**src/rtl/pci_rd_pkg.sv**
```systemverilog
package pci_rd_pkg;
  typedef enum logic [2:0] {ST_IDLE, ST_ARB, ST_ADDR, ST_DATA, ST_TURN} mst_state_t;
  localparam logic [3:0] CMD_MEM_RD      = 4'b0110;
  localparam logic [3:0] CMD_MEM_RD_LINE = 4'b1110;
  localparam logic [3:0] CMD_MEM_RD_MULT = 4'b1100;
endpackage

```
**src/rtl/pci_rd_cmd_sel.sv**
```systemverilog
module pci_rd_cmd_sel
  import pci_rd_pkg::*;
(
  input  logic       cls_tx,
  input  logic       cfg_burst_en,
  input  logic       cfg_desc_burst,
  input  logic       cfg_mult_sel,
  input  logic       multi_dword,
  output logic       burst_ok,
  output logic [3:0] cmd
);
  always_comb begin
    burst_ok = cfg_burst_en && (cls_tx || cfg_desc_burst);
    if (burst_ok && cls_tx && multi_dword)
      cmd = cfg_mult_sel ? CMD_MEM_RD_MULT : CMD_MEM_RD_LINE;
    else
      cmd = CMD_MEM_RD;
  end
endmodule

```
**src/rtl/pci_par_gen.sv**
```systemverilog
module pci_par_gen #(
  parameter int AD_W = 32,
  parameter int BE_W = 4
) (
  input  logic            clk,
  input  logic            rst,
  input  logic [AD_W-1:0] ad,
  input  logic [BE_W-1:0] be,
  input  logic            drive,
  output logic            par,
  output logic            par_oe
);
  always_ff @(posedge clk) begin
    if (rst) begin
      par    <= 1'b0;
      par_oe <= 1'b0;
    end else begin
      par    <= ^{ad, be};
      par_oe <= drive;
    end
  end
endmodule

```
**src/rtl/pci_devsel_timer.sv**
```systemverilog
module pci_devsel_timer #(
  parameter int TO = 5
) (
  input  logic clk,
  input  logic rst,
  input  logic arm,
  input  logic watch,
  input  logic devsel_n,
  output logic timeout
);
  localparam int CW = $clog2(TO + 1);
  logic [CW-1:0] cnt;
  logic          seen;

  always_ff @(posedge clk) begin
    if (rst || arm) begin
      cnt  <= '0;
      seen <= 1'b0;
    end else if (watch) begin
      if (!devsel_n)  seen <= 1'b1;
      else if (!seen) cnt  <= cnt + 1'b1;
    end
  end

  assign timeout = watch && !seen && devsel_n && (cnt == CW'(TO - 2));


  cnt_bound_chk: assert property (@(posedge clk) disable iff (rst)
    cnt <= CW'(TO - 1));
endmodule

```
**src/rtl/pci_rd_master.sv**
```systemverilog
module pci_rd_master
  import pci_rd_pkg::*;
#(
  parameter int CNT_W     = 8,
  parameter int DEVSEL_TO = 5
) (
  input  logic             clk,
  input  logic             rst,
  input  logic             start,
  input  logic [31:0]      start_addr,
  input  logic [CNT_W-1:0] start_count,
  input  logic             start_cls,
  input  logic             cfg_burst_en,
  input  logic             cfg_desc_burst,
  input  logic             cfg_mult_sel,
  input  logic             cfg_ext_req,
  output logic             busy,
  output logic             req_n,
  input  logic             gnt_n,
  output logic             frame_n,
  output logic             irdy_n,
  output logic [3:0]       cbe_n,
  output logic [31:0]      ad_out,
  output logic             ad_oe,
  input  logic [31:0]      ad_in,
  output logic             par,
  output logic             par_oe,
  input  logic             trdy_n,
  input  logic             devsel_n,
  output logic [31:0]      rd_data,
  output logic             rd_valid,
  output logic             done,
  output logic             mabort
);
  mst_state_t       state;
  logic [31:0]      addr;
  logic [CNT_W-1:0] rem;
  logic [CNT_W-1:0] left;
  logic             cls_tx;
  logic             burst_ok;
  logic [3:0]       cmd;
  logic             timeout;
  logic             comp;

  pci_rd_cmd_sel u_cmd (
    .cls_tx        (cls_tx),
    .cfg_burst_en  (cfg_burst_en),
    .cfg_desc_burst(cfg_desc_burst),
    .cfg_mult_sel  (cfg_mult_sel),
    .multi_dword   (rem > CNT_W'(1)),
    .burst_ok      (burst_ok),
    .cmd           (cmd)
  );

  pci_par_gen #(.AD_W(32), .BE_W(4)) u_par (
    .clk   (clk),
    .rst   (rst),
    .ad    (ad_out),
    .be    (cbe_n),
    .drive (ad_oe),
    .par   (par),
    .par_oe(par_oe)
  );

  pci_devsel_timer #(.TO(DEVSEL_TO)) u_dsel (
    .clk     (clk),
    .rst     (rst),
    .arm     (state == ST_ADDR),
    .watch   (state == ST_DATA),
    .devsel_n(devsel_n),
    .timeout (timeout)
  );

  assign comp = (state == ST_DATA) && !irdy_n && !trdy_n && !devsel_n;
  assign busy = (state != ST_IDLE);

  always_ff @(posedge clk) begin
    if (rst) begin
      state    <= ST_IDLE;
      req_n    <= 1'b1;
      frame_n  <= 1'b1;
      irdy_n   <= 1'b1;
      cbe_n    <= 4'hF;
      ad_out   <= '0;
      ad_oe    <= 1'b0;
      rd_data  <= '0;
      rd_valid <= 1'b0;
      done     <= 1'b0;
      mabort   <= 1'b0;
      addr     <= '0;
      rem      <= '0;
      left     <= '0;
      cls_tx   <= 1'b0;
    end else begin
      rd_valid <= 1'b0;
      done     <= 1'b0;
      mabort   <= 1'b0;
      case (state)
        ST_IDLE: if (start && start_count != '0) begin
          addr   <= start_addr;
          rem    <= start_count;
          cls_tx <= start_cls;
          req_n  <= 1'b0;
          state  <= ST_ARB;
        end
        ST_ARB: if (!gnt_n) begin
          frame_n <= 1'b0;
          ad_oe   <= 1'b1;
          ad_out  <= {addr[31:2], 2'b00};
          cbe_n   <= cmd;
          left    <= burst_ok ? rem : CNT_W'(1);
          if (!cfg_ext_req) req_n <= 1'b1;
          state   <= ST_ADDR;
        end
        ST_ADDR: begin
          ad_oe   <= 1'b0;
          irdy_n  <= 1'b0;
          cbe_n   <= 4'h0;
          frame_n <= (left == CNT_W'(1));
          state   <= ST_DATA;
        end
        ST_DATA: begin
          if (timeout) begin
            frame_n <= 1'b1;
            irdy_n  <= 1'b1;
            req_n   <= 1'b1;
            cbe_n   <= 4'hF;
            mabort  <= 1'b1;
            rem     <= '0;
            state   <= ST_IDLE;
          end else if (comp) begin
            rd_valid <= 1'b1;
            rd_data  <= ad_in;
            addr     <= addr + 32'd4;
            rem      <= rem - 1'b1;
            left     <= left - 1'b1;
            if (left == CNT_W'(1)) begin
              irdy_n <= 1'b1;
              cbe_n  <= 4'hF;
              req_n  <= 1'b1;
              state  <= ST_TURN;
            end else if (left == CNT_W'(2)) begin
              frame_n <= 1'b1;
            end
          end
        end
        ST_TURN: begin
          if (rem != '0) begin
            req_n <= 1'b0;
            state <= ST_ARB;
          end else begin
            done  <= 1'b1;
            state <= ST_IDLE;
          end
        end
        default: state <= ST_IDLE;
      endcase
    end
  end


  lane_all_chk: assert property (@(posedge clk) disable iff (rst)
    !irdy_n |-> cbe_n == 4'b0000);

  irdy_follow_chk: assert property (@(posedge clk) disable iff (rst)
    $past(ad_oe) |-> !irdy_n);

  addr_align_chk: assert property (@(posedge clk) disable iff (rst)
    ad_oe |-> (ad_out[1:0] == 2'b00 && !frame_n));

  strobe_src_chk: assert property (@(posedge clk) disable iff (rst)
    rd_valid |-> $past(!irdy_n && !trdy_n && !devsel_n));

  frame_end_chk: assert property (@(posedge clk) disable iff (rst)
    ($rose(frame_n) && !mabort) |-> !irdy_n);

  req_drop_chk: assert property (@(posedge clk) disable iff (rst)
    ($fell(frame_n) && !cfg_ext_req) |-> req_n);

  tenure_end_chk: assert property (@(posedge clk) disable iff (rst)
    $rose(irdy_n) |-> req_n);

  par_match_chk: assert property (@(posedge clk) disable iff (rst)
    par_oe |-> par == ^{$past(ad_out), $past(cbe_n)});
endmodule

```
**config.mk**
```make
export PLATFORM = sky130hd
export DESIGN_NAME = pci_rd_master
export DESIGN_NICKNAME = d
export VERILOG_FILES = /design/src/rtl/pci_rd_pkg.sv /design/src/rtl/pci_rd_cmd_sel.sv /design/src/rtl/pci_par_gen.sv /design/src/rtl/pci_devsel_timer.sv /design/src/rtl/pci_rd_master.sv
export SDC_FILE = /design/constraint.sdc
export NUM_CORES = 1
export LEC_CHECK = 0
export ABC_AREA = 1
export BUFFER_PORTS_ARGS = -buffer_cell sky130_fd_sc_hd__buf_2
export CAP_MARGIN = 30
export CORE_UTILIZATION = 35
export DETAILED_ROUTE_END_ITERATION = 6
export MAX_ROUTING_LAYER = met4
export SYNTH_ARGS = -nofsm -noshare
export SYNTH_HDL_FRONTEND = slang
export SYNTH_SLANG_ARGS = --single-unit
```
**constraint.sdc**
```tcl
create_clock -name clk -period 4.3 [get_ports clk]
set_input_delay 1.075 -clock clk [delete_from_list [all_inputs] [get_ports clk]]
set_output_delay 1.075 -clock clk [all_outputs]
set_load 0.02 [all_outputs]
```
==> out/qor.csv <==
metric,value,unit
met1 Use GR,0.274,
DRC Markers,0,
WHS Path Cells,2,
row count,50,
sequential area share after synthesis,0.375,
"CP delay by family, top",buffers and inverters,
Area after DPL,7840,um^2
CP arrival,3.37,ns
"Slowest-stage cell, CP",o21ai_4,
FF/Latch Area,2580,um^2
Worst-path clk slew,0.06,ns
# Post-CTS Setup Buffers,0,
vias in the first global route,6596,
IO Pins,161,
fin. max-slew vios,0,
share of cells above drive strength 1,0.180,
final clock skew,0.00651,ns
Sink Count,129,
#FFs+latches synth,129,
Clock Latency Late Sink,0.42,ns
Final Hold Fails,0,
met3 usage,0.0491,
status,"complete, no violations",
Worst R2R Path Depth,11,
drt pass-1 iters,5,
Die Height,142,um
final setup vio count,0,
Leak,0.00381,uW
HPWL after DPL,14300,um
die footprint,20300,um^2
routed via count,7132,
VDD IR-drop max,0.000277,V
initial antenna violation count,4,
pre-CTS setup slack,1.29,ns
GRT overflow,0,
Resized Gates After CTS,0,
RSZ-0062 raised after global routing,no,
largest net degree at the start of global routing,67,
Synth top cells by count,"nand2_1, dfxtp_1, a21oi_1, inv_1, nor2_1",
CTS tree,done,
critical path class,reg -> reg,
Netlist cell types,41,
max incr delay on CP,0.66,ns
final WL,20000,um
prevailing post-synth register cell,dfxtp_1,
Avg WL per Cell,13.5,um
largest cells by area after synthesis,"dfxtp_1, nand2_1, a21oi_1, inv_1, o21ai_0",
core region area,19000,um^2
"most used cell, CP",nand2_1,
MaxCap Viol Count,0,
CTS root buffer,clkbuf_16,
DR vias/cell,4.83,
Avg Inst Size Synth,6.49,um^2
Final Non-Filler Cells,1478,
final worst slack,1.28,ns
most frequent cell after synthesis,nand2_1,
Area Growth Syn to Fin,22.9,%
"antenna viol nets, final",0,
f_max,332,MHz
layout net count,1293,
GPL Wtd Cong,0.869,
Max Buffers Root-to-Sink,2,
number of synthesized flops with an enable pin,0,
grt met2 use,0.314,
WP buf/inv,3,
GRT Total Usage,0.209,
CP Capture Type,flip-flop,
share of the synthesized area in the top cell type,0.375,
Filler cells,2041,
placed insts,1442,
busiest grt layer,met2,
Final Cycle Share,0.701,
synthesized instance count,1063,
H-tree depth,4,
crit-path cells,"nor2_4, nand2_4, inv_4, nand3_2, buf_4, inv_2, o21ai_4, a21oi_1, nand2_1, nand2_1, nor2_1",
Hold Path Class,reg -> reg,
Hold WS,0.450,ns
initial cell density of the core,0.363,
DRT iter0 DRCs,397,
area of the mapped netlist,6900,um^2
hold buffers post-CTS,0,
Async SR Flop Fraction,0,
global-route wire length before repair,32300,um
slew margin rel.,0.444,
total CTS buffers,17,
P per Cell Area,477,nW/um^2
synth warn,0,
Worst setup SP type,flip-flop,
Critical Path Stages,11,
cell area after layout,8470,um^2
setup TNS,0,ns
"Data required, critical path",4.65,ns
crit-path max FO,61,
Multi-input gate area,3690,um^2
Yosys top cell by area,dfxtp_1,
IO Port Bufs,156,
minimum clock period,3.02,ns
Worst-Margin Slew,0.831,ns
Die W,142,um
==> power by group <==
part           leakage [uW]  switching (uW)  total [uW]  internal, uW
combinational       0.00248             687        1060           370
sequential          0.00105             139        1470          1330
clock              0.000283             564        1520           958
total               0.00381            1390        4040          2650
==> worst register-to-register path, delay by kind of cell, from the launching register on <==
| kind | cells | cell delay (ns) |
|---|---|---|
| AND/OR/NAND/NOR | 6 | 0.83 |
| buffers and inverters | 3 | 0.85 |
| AO/OA/AOI/OAI | 2 | 0.81 |
| flip-flops | 1 | 0.46 |
==> metal layers <==
layer,wire [um],vias up
met3,1260,20
met2,8440,212
met4,320,0
met1,9950,3188
met5,0,-
li1,-,3712
==> final cells by class <==
cell class	count	share of cell area
repair buffers	162	0.0998
multi-input cells	786	0.436
inverters	105	0.0468
diodes	4	0.00118
clock buffers	20	0.0551
well taps	260	0.0384
flip-flops and latches	129	0.305
clock inverters	12	0.0185
==> sequential cells by signal (all words and copies together), names as in the netlist <==
signal	cells
u_par.par_oe	1
u_par.par	1
rd_data	32
ad_out	30
mabort	1
ad_oe	1
cbe_n	4
addr	30
rem	8
left	8
done	1
u_dsel.cnt	3
frame_n	1
rd_valid	1
state	3
irdy_n	1
cls_tx	1
req_n	1
u_dsel.seen	1
==> placed cells by master (no fill, tap or decap), drive strengths merged, types with 9 or more instances in the layout <==
| cell | n |
|---|---|
| ha | 9 |
| o21ai | 78 |
| nor2 | 89 |
| o211ai | 10 |
| a21oi | 114 |
| o22ai | 14 |
| clkbuf | 20 |
| dfxtp | 129 |
| xor2 | 13 |
| nand2 | 364 |
| inv | 106 |
| nor3 | 16 |
| buf | 162 |
| nand3 | 39 |
==> metrics by stage <==
step            util  power (uW)
4_1_cts        0.445        4070
5_1_grt        0.446        4290
3_5_place_dp   0.412        2540
3_3_place_gp   0.411        2510
2_1_floorplan      -        2250
6_report       0.446        4040
==> logic make-up after synthesis <==
| logic type | count (synthesis) | share of synthesized area |
|---|---|---|
| XOR/XNOR | 21 | 0.0267 |
| adder cells (fa/ha/maj) | 9 | 0.0163 |
| AO/OA/AOI/OAI | 233 | 0.187 |
| other | 1 | 0.000544 |
| AND/OR/NAND/NOR | 521 | 0.304 |
| flip-flops | 129 | 0.375 |
| buffers and inverters | 149 | 0.0907 |
==> worst paths after layout <==
kind,startpoint,slack [ns],end
min reg2reg,ad_oe$_SDFFE_PP0P_,0.45,u_par.par_oe$_SDFF_PP0_
max,state[2]$_SDFFE_PP0P_,1.28,addr[24]$_SDFFE_PP0P_
min,ad_oe$_SDFFE_PP0P_,0.45,u_par.par_oe$_SDFF_PP0_
max reg2reg,state[2]$_SDFFE_PP0P_,1.28,addr[24]$_SDFFE_PP0P_
Note: power is estimated with default switching activity, not from simulation.
